--- src/rtl/vdac_pkg.sv ---
package vdac_pkg;
  typedef enum logic [1:0] {
    MD_PC  = 2'd0,
    MD_SD  = 2'd1,
    MD_HD  = 2'd2,
    MD_RSV = 2'd3
  } mode_e;

  typedef enum logic [1:0] {
    LV_BLANK = 2'd0,
    LV_SLO   = 2'd1,
    LV_SHI   = 2'd2,
    LV_RSV   = 2'd3
  } lvl_e;

  localparam int NLVL = 3;
endpackage

--- src/rtl/vdac_cfg_shadow.sv ---
module vdac_cfg_shadow
  import vdac_pkg::*;
#(
  parameter int CW = 11
) (
  input  logic                     clk,
  input  logic                     rst,
  input  logic                     load,
  input  logic [1:0]               mode_in,
  input  logic                     pass_in,
  input  logic                     rgb_in,
  input  logic                     byp_in,
  input  logic [CW-1:0]            off_in,
  input  logic [NLVL-1:0][CW-1:0]  ylv_in,
  input  logic [NLVL-1:0][CW-1:0]  clv_in,
  output logic [1:0]               mode_q,
  output logic                     pass_q,
  output logic                     rgb_q,
  output logic                     byp_q,
  output logic [CW-1:0]            off_q,
  output logic [NLVL-1:0][CW-1:0]  ylv_q,
  output logic [NLVL-1:0][CW-1:0]  clv_q
);
  always_ff @(posedge clk) begin
    if (rst) begin
      mode_q <= MD_PC;
      pass_q <= 1'b0;
      rgb_q  <= 1'b0;
      byp_q  <= 1'b0;
      off_q  <= '0;
      ylv_q  <= '0;
      clv_q  <= '0;
    end else if (load) begin
      mode_q <= mode_in;
      pass_q <= pass_in;
      rgb_q  <= rgb_in;
      byp_q  <= byp_in;
      off_q  <= off_in;
      ylv_q  <= ylv_in;
      clv_q  <= clv_in;
    end
  end
endmodule

--- src/rtl/vdac_src_sel.sv ---
module vdac_src_sel
  import vdac_pkg::*;
#(
  parameter int LT_W = 3,
  parameter logic [(1<<LT_W)-1:0] VID_LT_MASK  = 8'h03,
  parameter logic [(1<<LT_W)-1:0] PASS_LT_MASK = 8'h30
) (
  input  logic [1:0]      mode,
  input  logic            pass_en,
  input  logic [LT_W-1:0] line_type,
  input  logic            active,
  input  logic [1:0]      lvl_sel,
  output logic            use_video,
  output logic [1:0]      lvl_idx
);
  logic is_pc;
  logic vid_line;
  logic pass_line;

  always_comb begin
    is_pc     = (mode == MD_PC);
    vid_line  = VID_LT_MASK[line_type];
    pass_line = pass_en && PASS_LT_MASK[line_type];
    use_video = is_pc || (active && (vid_line || pass_line));
    lvl_idx   = (lvl_sel == LV_RSV) ? LV_BLANK : lvl_sel;
  end
endmodule

--- src/rtl/vdac_chan.sv ---
module vdac_chan #(
  parameter int CW = 11,
  parameter bit LUMA = 1'b0
) (
  input  logic          clk,
  input  logic          rst,
  input  logic [CW-1:0] vid,
  input  logic [CW-1:0] offset,
  input  logic          rgb,
  input  logic          bypass,
  input  logic          use_video,
  input  logic [CW-1:0] level,
  output logic [CW-1:0] dac
);
  localparam logic [CW-1:0] FULL = {CW{1'b1}};

  logic          add_en;
  logic [CW:0]   sum;
  logic [CW-1:0] vid_adj;
  logic [CW-1:0] nxt;

  always_comb begin
    add_en  = !bypass && (LUMA || rgb);
    sum     = {1'b0, vid} + {1'b0, (add_en ? offset : '0)};
    vid_adj = sum[CW] ? FULL : sum[CW-1:0];
    nxt     = use_video ? vid_adj : level;
  end

  always_ff @(posedge clk) begin
    if (rst) dac <= '0;
    else     dac <= nxt;
  end
endmodule

--- src/rtl/vdac_outmux.sv ---
module vdac_outmux
  import vdac_pkg::*;
#(
  parameter int NCH  = 3,
  parameter int CW   = 11,
  parameter int LT_W = 3,
  parameter logic [(1<<LT_W)-1:0] VID_LT_MASK  = 8'h03,
  parameter logic [(1<<LT_W)-1:0] PASS_LT_MASK = 8'h30
) (
  input  logic                    clk,
  input  logic                    rst,
  input  logic                    frame_start,
  input  logic [NCH-1:0][CW-1:0]  vid_in,
  input  logic [LT_W-1:0]         line_type,
  input  logic                    active,
  input  logic [1:0]              lvl_sel,
  input  logic [1:0]              cfg_mode,
  input  logic                    cfg_pass,
  input  logic                    cfg_rgb,
  input  logic                    cfg_bypass,
  input  logic [CW-1:0]           cfg_offset,
  input  logic [CW-1:0]           cfg_y_blank,
  input  logic [CW-1:0]           cfg_y_synclo,
  input  logic [CW-1:0]           cfg_y_synchi,
  input  logic [CW-1:0]           cfg_c_blank,
  input  logic [CW-1:0]           cfg_c_synclo,
  input  logic [CW-1:0]           cfg_c_synchi,
  output logic [NCH-1:0][CW-1:0]  dac_out
);
  logic [NLVL-1:0][CW-1:0] ylv_in, clv_in;
  logic [NLVL-1:0][CW-1:0] sh_ylv, sh_clv;
  logic [1:0]              sh_mode;
  logic                    sh_pass, sh_rgb, sh_bypass;
  logic [CW-1:0]           sh_off;
  logic                    use_video;
  logic [1:0]              lvl_idx;

  always_comb begin
    ylv_in[LV_BLANK] = cfg_y_blank;
    ylv_in[LV_SLO]   = cfg_y_synclo;
    ylv_in[LV_SHI]   = cfg_y_synchi;
    clv_in[LV_BLANK] = cfg_c_blank;
    clv_in[LV_SLO]   = cfg_c_synclo;
    clv_in[LV_SHI]   = cfg_c_synchi;
  end

  vdac_cfg_shadow #(.CW(CW)) u_shadow (
    .clk     (clk),
    .rst     (rst),
    .load    (frame_start),
    .mode_in (cfg_mode),
    .pass_in (cfg_pass),
    .rgb_in  (cfg_rgb),
    .byp_in  (cfg_bypass),
    .off_in  (cfg_offset),
    .ylv_in  (ylv_in),
    .clv_in  (clv_in),
    .mode_q  (sh_mode),
    .pass_q  (sh_pass),
    .rgb_q   (sh_rgb),
    .byp_q   (sh_bypass),
    .off_q   (sh_off),
    .ylv_q   (sh_ylv),
    .clv_q   (sh_clv)
  );

  vdac_src_sel #(
    .LT_W         (LT_W),
    .VID_LT_MASK  (VID_LT_MASK),
    .PASS_LT_MASK (PASS_LT_MASK)
  ) u_sel (
    .mode      (sh_mode),
    .pass_en   (sh_pass),
    .line_type (line_type),
    .active    (active),
    .lvl_sel   (lvl_sel),
    .use_video (use_video),
    .lvl_idx   (lvl_idx)
  );

  for (genvar ch = 0; ch < NCH; ch++) begin : g_ch
    logic [CW-1:0] lvl_val;
    if (ch == 0) begin : g_luma
      assign lvl_val = sh_ylv[lvl_idx];
    end else begin : g_chroma
      assign lvl_val = sh_clv[lvl_idx];
    end
    vdac_chan #(.CW(CW), .LUMA(ch == 0)) u_chan (
      .clk       (clk),
      .rst       (rst),
      .vid       (vid_in[ch]),
      .offset    (sh_off),
      .rgb       (sh_rgb),
      .bypass    (sh_bypass),
      .use_video (use_video),
      .level     (lvl_val),
      .dac       (dac_out[ch])
    );
  end
endmodule

--- config.mk ---
export PLATFORM = sky130hd
export DESIGN_NAME = vdac_outmux
export DESIGN_NICKNAME = d
export VERILOG_FILES = /design/src/rtl/vdac_pkg.sv /design/src/rtl/vdac_cfg_shadow.sv /design/src/rtl/vdac_src_sel.sv /design/src/rtl/vdac_chan.sv /design/src/rtl/vdac_outmux.sv
export SDC_FILE = /design/constraint.sdc
export NUM_CORES = 1
export LEC_CHECK = 0
export BUFFER_PORTS_ARGS = -buffer_cell sky130_fd_sc_hd__buf_2
export CORE_MARGIN = 2
export CORE_UTILIZATION = 54
export DETAILED_ROUTE_END_ITERATION = 8
export GPL_TIMING_DRIVEN = 0
export PLACE_DENSITY_LB_ADDON = 0.12
export SLEW_MARGIN = 20
export SYNTH_ARGS = -nofsm -noshare
export SYNTH_HDL_FRONTEND = slang
export SYNTH_SLANG_ARGS = --single-unit
--- constraint.sdc ---
create_clock -name clk -period 3.56 [get_ports clk]
set_clock_uncertainty 0.15 [all_clocks]
set_input_delay 0.356 -clock clk [delete_from_list [all_inputs] [get_ports clk]]
set_output_delay 0.356 -clock clk [all_outputs]
set_load 0.02 [all_outputs]
======== Word level (Yosys, flattened, before mapping) ========
Memories as Yosys holds them, arrays and structs flattened.
Index checks and enable logic that the tools add are counted.
word-level totals
  word-level logic and storage cells ...... 44
  memories kept ........................... 2
  input port bits ......................... 124
  flip-flop bits (word level) ............. 115
  output and inout bits ................... 33
  ROM bits ................................ 16
cells by class
  multiplexer cells ....................... 15
  $lt $le $gt $ge ......................... 2
  add/subtract/negate cells ............... 3
  equality and inequality tests ........... 1
  reductions and logical operators ........ 7
memory list
  memory            depth  bits a word  read ports  clocked after Yosys merged registers in  wr ports  line                source
  (name not given)  8      1            1           0                                        0         vdac_src_sel.sv:23  pass_line = pass_en && PASS_LT_MASK[line_type];
  (name not given)  8      1            1           0                                        0         vdac_src_sel.sv:22  vid_line = VID_LT_MASK[line_type];
operator list
  kind                                                count
  2-to-1 mux 11 bit                                   10
  binary-select mux 11 bit (select 2 bit)             2
  adder 11 x 11 -> 12 bit                             3
  < comparator 3 x 4 -> 1 bit, second input constant  1
  logical AND 1 bit                                   3
  < comparator 2 x 3 -> 1 bit, second input constant  1
  == test 2 bit, second input constant                1
  zero test 2 bit                                     1
  logical OR 1 bit                                    2
  2-to-1 mux 1 bit                                    2
  2-to-1 mux 2 bit                                    1
  zero test 1 bit                                     1

======== Depth between registers and ports, before layout ========
Gate-level depths: netlist of run 1.
  depth after elaboration ................. 7
  gate-level depth with buffers ........... 14

======== Cells and area by module ========
A second synthesis of run 1 with hierarchy kept.
unflattened totals
  cell total of the unflattened synthesis .. 686
  area, all modules ....................... 6478.7 µm²
modules (own cells, without submodules)
  module                       sequential area each (µm²)  instances  cells an instance  area each (µm²)
  vdac_cfg_shadow              1641.6                      1          264                2985.4
  vdac_chan at g_ch[0].u_chan  220.2                       1          126                993.5
  vdac_chan at g_ch[2].u_chan  220.2                       1          122                982.2
  vdac_chan at g_ch[1].u_chan  220.2                       1          117                972.2
  vdac_outmux                  0.0                         1          52                 506.7
  vdac_src_sel                 0.0                         1          5                  38.8

======== Worst setup path before layout of run 1 ========
No wires, ideal clock.
  kind .................................... register to register
  from .................................... reg u_shadow.rgb_q
  to ...................................... reg g_ch[1].u_chan.dac[10]
  path slack .............................. 0.695 ns
  cell stages (with the launch flop) ...... 15
  data required time ...................... 3.295 ns
  data arrival time ....................... 2.600 ns
  path through ............................ dfxtp_1 -> buf_6 -> and2b_1 -> buf_4 -> clkbuf_1 -> and2_1 -> ha_1 -> clkbuf_1 -> nand2_1 -> nor2_1 -> a221o_1 -> a21o_1 -> a211oi_2 -> xnor2_1 -> o21a_1
on the way
  longest elaborated chain between the ends .. 5
RTL lines
  element                   line                   source
  start: declaration        vdac_cfg_shadow.sv:18  output logic rgb_q,
  start signal: assignment  vdac_cfg_shadow.sv:36  rgb_q <= rgb_in;
  logical AND 1 bit         vdac_chan.sv:23        add_en = !bypass && (LUMA || rgb);
  2-to-1 mux 11 bit         vdac_chan.sv:24        sum = {1'b0, vid} + {1'b0, (add_en ? offset : '0)};
  adder 11 x 11 -> 12 bit   vdac_chan.sv:24
  2-to-1 mux 11 bit         vdac_chan.sv:25        vid_adj = sum[CW] ? FULL : sum[CW-1:0];
  2-to-1 mux 11 bit         vdac_chan.sv:26        nxt = use_video ? vid_adj : level;
  end signal: assignment    vdac_chan.sv:31        else dac <= nxt;
  end: declaration          vdac_chan.sv:13        output logic [CW-1:0] dac
No other way between the ends.
A chain may end at the register's enable or synchronous reset.

======== Worst setup path after layout of run 1 ========
  from .................................... reg u_shadow.byp_q
  to ...................................... reg g_ch[0].u_chan.dac[8]
on the way
  longest elaborated chain between the ends .. 4
RTL lines
  element                   line                   source
  start: declaration        vdac_cfg_shadow.sv:19  output logic byp_q,
  start signal: assignment  vdac_cfg_shadow.sv:37  byp_q <= byp_in;
  2-to-1 mux 11 bit         vdac_chan.sv:24
  adder 11 x 11 -> 12 bit   vdac_chan.sv:24
  2-to-1 mux 11 bit         vdac_chan.sv:25
  2-to-1 mux 11 bit         vdac_chan.sv:26
  end signal: assignment    vdac_chan.sv:31
  end: declaration          vdac_chan.sv:13
No other way between the ends.

==> flow_metrics.tcl, run 1 <==
set metrics [dict create \
    outcome "finished clean" \
    tns_ps 0 \
    combPwrFrac 0.174 \
    vdd_drop_max_uv 389 \
    clockPowerShare 0.455 \
    drtIter0Drc 372 \
    synth_area_sq_um 6300 \
    io_pins 157 \
    rsz0062_at_grt "false" \
    drive_gt1_frac 0.254 \
    multiInputGateArea_sq_um 3710 \
    crit_required_ps 3650 \
    synth-main-ff-cell "dfxtp_1" \
    worst_slew_pin_slew_ps 848 \
    cts_resized 0 \
    top_usage_layer "met2" \
    clock_path_buffers 2 \
    synth_top_family_by_area "compound AO/OA/AOI/OAI gates" \
    slew_headroom 0.432 \
    syn_to_final_growth_pct 24.3 \
    crit_fanout 19 \
    hp-class "input pin to register" \
    r2r_cells 10 \
    final_hold_viol_count 0 \
    numClockSinks 115 \
    grt_usage 0.282 \
    core_area_sq_um 11400 \
    async_flop_share 0 \
    syn_nets 835 \
    fin_crit_sh 0.865 \
    yosysTopAreaCellShare 0.366 \
    yosys_warnings 0 \
    drv_slew 0 \
    min_to "u_shadow.off_q[7]" \
    syn_inst 687 \
    postRouteAntennaNets 0 \
    cts_tree "done" \
    synth-seq-area-share 0.366 \
    startpoint_type "register" \
    synthTopCellsByArea "dfxtp_1 (37%), mux2i_1 (13%), nor2_1 (5.7%)" \
    reg2reg_from "u_shadow.byp_q" \
    postCtsSetupBuffers 0 \
    syn-mean-instance-area_sq_um 9.17 \
    dr.pass1.iters 5 \
    holdWs_ps 34.0 \
    synth.mux.area_fraction 0.134 \
    worstSkewPairLatency_ps 410 \
    synth.most_common_cell "dfxtp_1" \
    ys_seq_elements 115 \
    cts_max_level 4 \
    nFillCells 961 \
    use_met1 0.372 \
    leakage_uw 0.00366 \
    clock.fmax_mhz 325 \
    wire_per_inst_um 17.4 \
    cp-end-kind "register" \
    antenna_cells 0 \
    period_minus_slack_ps 3080 \
    drc 0 \
    root_buffer "clkbuf_16" \
    internal-power_uw 2800 \
    grt_pass1_vias 5562 \
    dp_hpwl_mm 13.4 \
    die_w_um 112 \
    max-cap-violations 0 \
    rows 39 \
    vias_per_cell 5.66 \
    antenna_found_initial 0 \
    r2r-end "g_ch[0].u_chan.dac[8]" \
    switching_share 0.278 \
    synth_xor_area_frac 0.0596 \
    met2_usage 0.473 \
    regArea_sq_um 2300 \
    die_y_um 112 \
    fin_nets 1001 \
    routed_wl_mm 17.6 \
    switchingPower_uw 1070 \
    synth-simple-area-share 0.143 \
    numCtsBuffers 17 \
    synth_common_cells "dfxtp_1 (115), nor2_1 (95), mux2i_1 (83)" \
    grt_max_degree 17 \
    synth_fa_ha_area_frac 0.0489 \
    crit_type "register to register" \
    clk_pin_slew_ps 60 \
    initial_core_util 0.552 \
    gr-total-overflow 0 \
    grt_use_met3 0.0517 \
    power.density_nw_per_um2 494 \
    yosysTopAreaCell "dfxtp_1" \
    synth_edf_count 0 \
    dieArea_sq_um 12500 \
    hold_buffers 0 \
    r2r_slack_ps 480 \
    place.gp.congestion 0.865 \
    ys_types 67 \
    setup_violations 0 \
    num_vias 5712 \
    synth_compound_area_frac 0.204 \
    min-delay-start "cfg_offset[7]" \
    critPathArrivalTime_ps 3170 \
    p_seq_frac 0.370 \
    min_path_cells 3 \
    io_buffers 149 \
    grt_pass1_wl_mm 28.0 \
]
placed cells by master (no fill, tap or decap), types with 15 or more instances in the layout:
master     instances
ha_1              23
xnor2_1           29
a31oi_1           15
nand2_1           32
nor2_1            95
buf_2            158
mux2i_1           83
a21oi_1           23
o21a_1            19
nor2b_1           15
clkbuf_16         17
dfxtp_1          115
clkbuf_1          25
o21ai_0           23
layout make-up:
cell class                 instances  area share
clock buffer                      18      0.0561
tap                              143      0.0229
timing repair buffer             149      0.0953
inverter                          12     0.00575
multi-input combinational        509       0.474
clock inverter                    14      0.0222
sequential                       115       0.294
buffer                            49      0.0297
power by group through the flow:
| stage | logic (uW) | clock network (uW) | registers [uW] |
|---|---|---|---|
| CTS | 673 | 1770 | 1430 |
| detailed placement | 667 | 0 | 1460 |
| global placement | 654 | 0 | 1460 |
| finish | 674 | 1760 | 1430 |
| floorplan | 391 | 0 | 1500 |
| global route | 735 | 1840 | 1440 |
state kept, by name, summed over array words and instances (netlist names):
signal and count:
u_shadow.clv_q 33, u_shadow.pass_q 1, u_shadow.mode_q 2, u_shadow.rgb_q 1, g_ch.u_chan.dac 33, u_shadow.byp_q 1, u_shadow.ylv_q 33, u_shadow.off_q 11
stage by stage:
| stage | util | setup slack [ps] | instances | power (uW) | area (sq um) |
|---|---|---|---|---|---|
| 2_1_floorplan | - | 695 | 687 | 1890 | 6300 |
| 3_3_place_gp | 0.632 | 182 | 979 | 2110 | 7220 |
| 3_5_place_dp | 0.632 | 166 | 979 | 2130 | 7220 |
| 4_1_cts | 0.686 | 112 | 1011 | 3880 | 7840 |
| 5_1_grt | 0.686 | 284 | 1009 | 4020 | 7830 |
| 6_report | 0.686 | 482 | 1009 | 3870 | 7830 |
layer usage:
layer / routed length [um] / part of all wire / up-vias
met5: 0 / 0 / -
met4: 261 / 0.015 / 0
met3: 1130 / 0.065 / 23
met2: 8530 / 0.49 / 217
met1: 7630 / 0.43 / 2670
li1: - / - / 2802
worst max path at each step:
stage | slack [ps] | end | startpoint
floorplan | 690 | g_ch[1].u_chan.dac[10] | u_shadow.rgb_q
global placement | 180 | g_ch[1].u_chan.dac[10] | u_shadow.rgb_q
detailed placement | 170 | g_ch[0].u_chan.dac[10] | u_shadow.byp_q
CTS | 110 | g_ch[0].u_chan.dac[8] | u_shadow.byp_q
global route | 280 | g_ch[0].u_chan.dac[8] | u_shadow.byp_q
finish | 480 | g_ch[0].u_chan.dac[8] | u_shadow.byp_q
logic make-up after synthesis:
| family | Yosys count |
|---|---|
| muxes | 84 |
| and+or+nand+nor | 185 |
| AOI/OAI and AO/OA | 174 |
| xor gates and xnor gates | 42 |
| adders and majority gates | 24 |
| buffers and inverters | 63 |
| DFF | 115 |
critical path: stages (launching register included):
cell,delay (ps)
dfxtp_1,360
buf_6,210
and2b_1,260
ha_1,290
a21o_1,160
a21oi_1,220
o21bai_1,120
a21oi_1,220
a21oi_1,150
a21boi_1,560
a221oi_1,210
No activity file was read; power rests on OpenSTA's default activity.
==> inputs of run 2 (changes only) <==
--- a/config.mk
+++ b/config.mk
@@ -5,6 +5,7 @@
 export SDC_FILE = /design/constraint.sdc
 export NUM_CORES = 1
 export LEC_CHECK = 0
+export ABC_AREA = 1
 export BUFFER_PORTS_ARGS = -buffer_cell sky130_fd_sc_hd__buf_2
 export CORE_MARGIN = 2
 export CORE_UTILIZATION = 54
==> run 2 against run 1 <==
  * Sequential power about the same
  * Non-clock buffer count increased by 5
  * Worst hold slack got worse by 24 ps
  * Via count increased by 21%
  * Final cell count increased by 25%
  * Final area increased by 0.72%
  * Sequential share of layout area decreased by 0.21 points
  * Global-route usage increased by 2.4 points
  * Critical endpoint is now g_ch[0].u_chan.dac[10]
  * Largest power group unchanged
==> flow_metrics.tcl, run 2 <==
set metrics [dict create \
    outcome "finished clean" \
    synth.mux.area_fraction 0 \
    power.density_nw_per_um2 517 \
    ys_seq_elements 115 \
    vias_per_cell 5.45 \
    syn_to_final_growth_pct 26.0 \
    initial_core_util 0.550 \
    wl_met1_mm 8.19 \
    cts_max_level 4 \
    stdcell_area_sq_um 7880 \
    numCtsBuffers 17 \
    vdd_drop_max_uv 518 \
    slew_headroom 0.590 \
    cp-end-kind "register" \
    ys_types 34 \
    die_y_um 112 \
    dp_hpwl_mm 14.7 \
    die_w_um 112 \
    met3_length_mm 1.53 \
    synth_fa_ha_area_frac 0.0492 \
    final_cell_mix "nand2_1 (163), nor2_1 (156), buf_2 (155), dfxtp_1 (115), o21ai_0 (108)" \
    worst_slew_pin_slew_ps 615 \
    period_minus_slack_ps 2980 \
    final_hold_viol_count 0 \
    synth-seq-area-share 0.368 \
    final_util 0.693 \
    root_buffer "clkbuf_16" \
    clk_pin_slew_ps 60 \
    yosysTopAreaCellShare 0.368 \
    postRouteAntennaNets 0 \
    startpoint_type "register" \
    leakage_uw 0.00396 \
    syn-mean-instance-area_sq_um 6.70 \
    dr.pass1.iters 5 \
    numClockSinks 115 \
    synth.most_common_cell "nand2_1" \
    cts_tree "done" \
    grt_pass1_vias 6462 \
    rsz0062_at_grt "false" \
    cts_resized 0 \
    hp-class "input pin to register" \
    num_vias 6884 \
    gr-total-overflow 0 \
    synth-simple-area-share 0.283 \
    setup_violations 0 \
    dieArea_sq_um 12500 \
    grt_max_degree 17 \
    grt_pass1_wl_mm 30.8 \
    core_area_sq_um 11400 \
    crit_type "register to register" \
    synth_area_sq_um 6250 \
    antenna_cells 0 \
    routed.top_layer "met4" \
    syn_inst 934 \
    async_flop_share 0 \
    place.gp.congestion 0.916 \
    drv_slew 0 \
    wire_per_inst_um 15.1 \
    synth_compound_area_frac 0.193 \
    crit_required_ps 3700 \
    fin_nets 1255 \
    drc 0 \
    hold_buffers 0 \
    synth-main-ff-cell "dfxtp_1" \
    clock.fmax_mhz 336 \
    grt_usage 0.306 \
    clock_path_buffers 2 \
    drtIter0Drc 624 \
    final_common_cell "nand2_1" \
    critPathArrivalTime_ps 3120 \
    io_pins 157 \
    synth_top_family_by_area "simple AND/OR/NAND/NOR gates" \
    routed_wl_mm 19.1 \
    worstSkewPairLatency_ps 410 \
    crit_fanout 10 \
    antenna_found_initial 0 \
    yosysTopAreaCell "dfxtp_1" \
    synth_edf_count 0 \
    synth_xor_area_frac 0.0196 \
    drive_gt1_frac 0.183 \
    io_buffers 154 \
    tns_ps 0 \
    synth_common_cells "nand2_1 (163), nor2_1 (156), dfxtp_1 (115)" \
    yosys_warnings 0 \
    rows 39 \
    syn_nets 1082 \
    largest_registers "g_ch.u_chan.dac: 33 flops, u_shadow.clv_q: 33 flops, u_shadow.ylv_q: 33 flops" \
    synthTopCellsByArea "dfxtp_1 (37%), nand2_1 (9.8%), nor2_1 (9.4%)" \
    postCtsSetupBuffers 0 \
    max-cap-violations 0 \
    wl_met2_mm 8.85 \
    fin_crit_sh 0.837 \
    place_area_sq_um 7200 \
]
run 2: cell types whose count changed after synthesis, sizes merged, moves of 16 or more:
cell / before / now
nand3: 2 / 71
xnor2: 30 / 5
o21ai: 26 / 109
nor2: 95 / 158
o21a: 19 / 1
mux2i: 83 / 0
nand2: 32 / 165
a21oi: 25 / 78
inv: 12 / 87
buf: 24 / 8
run 2: power by group:
part	internal, uW	switching [uW]
Clock	1320	604
Sequential	1400	50.9
Combinational	250	455
Total	2970	1110
run 2: per-layer routing:
metal  vias to the layer above  track usage
met2                       318        0.509
met5                         -            0
li1                       3441            -
met4                         0        0.112
met3                        50       0.0566
met1                      3075        0.398
run 2: cells by family after synthesis:
| family | count (synthesis) |
|---|---|
| flops | 115 |
| buf+inv | 137 |
| xor+xnor | 14 |
| fa+ha+maj | 24 |
| compound gates | 224 |
| simple gates | 420 |
run 2: stage by stage:
stage	worst slack, ps	hold WS, ps	cells	power (uW)
after global placement	631	288	1231	2150
after detailed placement	651	293	1231	2160
after CTS	628	15.4	1263	4060
after floorplan	1200	275	934	1910
after global routing	413	28.4	1263	4230
final	582	10.3	1263	4080
run 2: path summary, 6_finish.rpt:
kind                            from                     end  slack, ps  cells past startpoint
setup / recovery      u_shadow.byp_q  g_ch[0].u_chan.dac[10]        580                     12
hold / removal       cfg_y_synclo[6]      u_shadow.ylv_q[17]         10                      3
setup reg to reg      u_shadow.byp_q  g_ch[0].u_chan.dac[10]        580                     12
hold reg to reg   u_shadow.ylv_q[22]      u_shadow.ylv_q[22]        300                      2
run 2: critical path: stages, from the launching register on:
cell and delay, ps:
dfxtp_1 400, clkbuf_1 390, nor2_1 140, ha_1 360, a21oi_1 160, o21ai_0 100, nand2_1 70, nand3_1 60
a31oi_1 240, clkbuf_1 370, nand2_1 80, o21ai_0 240, a21oi_1 90
run 2: cell type report:
| type | count | area [sq um] |
|---|---|---|
| Buffer | 49 | 215 |
| Clock buffer | 21 | 480 |
| Clock inverter | 11 | 199 |
| Fill cell | 1021 | 3490 |
| Inverter | 88 | 330 |
| Multi-Input combinational cell | 682 | 3410 |
| Sequential cell | 115 | 2300 |
| Tap cell | 143 | 179 |
| Timing Repair Buffer | 154 | 771 |
==> inputs of run 3 (changes only) <==
==> constraint.sdc (replaced) <==
create_clock -name clk -period 2.9 [get_ports clk]
set_clock_uncertainty 0.15 [all_clocks]
set_input_delay 0.29 -clock clk [delete_from_list [all_inputs] [get_ports clk]]
set_output_delay 0.29 -clock clk [all_outputs]
set_load 0.02 [all_outputs]
==> run 3 against run 2 <==
  * Non-clock buffer count rose by 48
  * Clock-buffer cell count stayed put
  * Final area increased by 6.3%
  * Critical endpoint unchanged
  * Fmax rose by 12%
  * First-iteration DRC count increased by 0.96%
  * Sequential power is 23% higher
  * Combinational power is 31% higher
  * Largest cell class unchanged
==> flow_metrics.tcl, run 3 (same netlist as run 2, synthesis figures left out) <==
set metrics [dict create \
    die_y_um 112 \
    final_common_cell "nand2_1" \
    place_inst 1231 \
    initial_core_util 0.550 \
    dieArea_sq_um 12500 \
    drive_gt1_frac 0.180 \
    drtIter0Drc 630 \
    grt_pass1_wl_mm 32.3 \
    rsz0062_at_grt "false" \
    cp-end-kind "register" \
    rows 39 \
    leakage_uw 0.00416 \
    syn_to_final_growth_pct 34.0 \
    cp_cell_sequence "clkbuf_2, nor2_1, ha_1, a21oi_1, o21ai_0, nand2_1, nand3_1, a31oi_1, clkbuf_2, nand2_1, o21ai_0, a21oi_1" \
    cts_tree "done" \
    grt_pass1_vias 6821 \
    antenna_found_initial 0 \
    vias_per_cell 5.45 \
    crit_type "register to register" \
    io_buffers 154 \
    setup_violations 0 \
    io_pins 157 \
    vdd_drop_max_uv 646 \
    num_vias 7145 \
    final_cell_mix "nand2_1 (162), buf_2 (155), nor2_1 (154), dfxtp_1 (115), o21ai_0 (108)" \
    clock_path_buffers 2 \
    grt_usage 0.321 \
    worstSkewPairLatency_ps 410 \
    startpoint_type "register" \
    core_area_sq_um 11400 \
    max-cap-violations 0 \
    numClockSinks 115 \
    clock.fmax_mhz 378 \
    nFillCells 924 \
    fin_crit_sh 0.913 \
    postRouteAntennaNets 0 \
    critPathArrivalTime_ps 2780 \
    slew_headroom 0.594 \
    drc 0 \
    crit_fanout 10 \
    outcome "finished clean" \
    dp_hpwl_mm 14.7 \
    final_hold_viol_count 0 \
    fin_nets 1303 \
    regArea_sq_um 2300 \
    cp_slowest_cell "dfxtp_1" \
    period_minus_slack_ps 2650 \
    grt_max_degree 17 \
    power.density_nw_per_um2 604 \
    worst_slew_pin_slew_ps 609 \
    place.gp.congestion 0.916 \
    r2r_slack_ps 250 \
    path_buf_inv 2 \
    dr.pass1.iters 6 \
    critPathMaxStageDelay_ps 400 \
    drv_slew 0 \
    root_buffer "clkbuf_16" \
    pre_cts_ws_ps -9.13 \
    die_w_um 112 \
    numCtsBuffers 17 \
    cts_max_level 4 \
    gr-total-overflow 0 \
    clk_pin_slew_ps 50 \
    antenna_cells 0 \
    layout.cells.non_filler 1311 \
    setup_ws_ps 252 \
    multiInputGateArea_sq_um 3420 \
    routed_wl_mm 20.1 \
    largest_registers "g_ch.u_chan.dac: 33 flops, u_shadow.clv_q: 33 flops, u_shadow.ylv_q: 33 flops" \
    wire_per_inst_um 15.3 \
    report.power.total_uw 5060 \
    hp-class "input pin to register" \
    crit_family "compound AO/OA/AOI/OAI gates" \
    crit_required_ps 3040 \
]
-- run 3: power by group --
part	internal [uW]	switching, uW
Clock	1620	735
Combinational	351	575
Sequential	1720	63.1
Total	3690	1370
-- run 3: repair_timing --
item	4_1_cts	5_1_grt
endpoints found under the setup margin	1	22
endpoints found under the hold margin	50	0
hold buffers	48	0
gates resized for setup	1	7
buffers inserted	0	0
-- run 3: worst min-delay path, stage by stage --
cell and delay [ps]:
buf_2 80, nor2_1 50, nor2_1 100
-- run 3: area by class of cell --
type                            instances  area share
Multi-Input combinational cell        682       0.408
Buffer                                 49      0.0260
Tap cell                              143      0.0214
Timing Repair Buffer                  202       0.149
Clock inverter                         11      0.0237
Clock buffer                           21      0.0573
Sequential cell                       115       0.275
Inverter                               88      0.0394
-- run 3: metrics by stage --
stage | instance area [sq um] | util | TNS [ps] | hold slack, ps
floorplan | 6250 | - | 0 | 209
global placement | 7200 | 0.634 | -29.4 | 288
detailed placement | 7200 | 0.634 | -9.13 | 293
CTS | 8370 | 0.736 | 0 | 1.64
global route | 8380 | 0.737 | 0 | 36.8
finish | 8380 | 0.737 | 0 | 8.41
-- run 3: worst paths after layout --
path	start	endpoint	depth (start not counted)
setup / recovery	u_shadow.byp_q	g_ch[0].u_chan.dac[10]	12
hold reg to reg	u_shadow.ylv_q[29]	u_shadow.ylv_q[29]	2
setup reg to reg	u_shadow.byp_q	g_ch[0].u_chan.dac[10]	12
hold / removal	cfg_y_synclo[9]	u_shadow.ylv_q[20]	3
-- run 3: per-layer routing --
layer | GRT usage | up-vias | wire length, um
li1 | - | 3541 | -
met1 | 0.403 | 3217 | 8390
met2 | 0.549 | 339 | 9570
met3 | 0.0566 | 48 | 1590
met4 | 0.128 | 0 | 567
met5 | 0 | - | 0
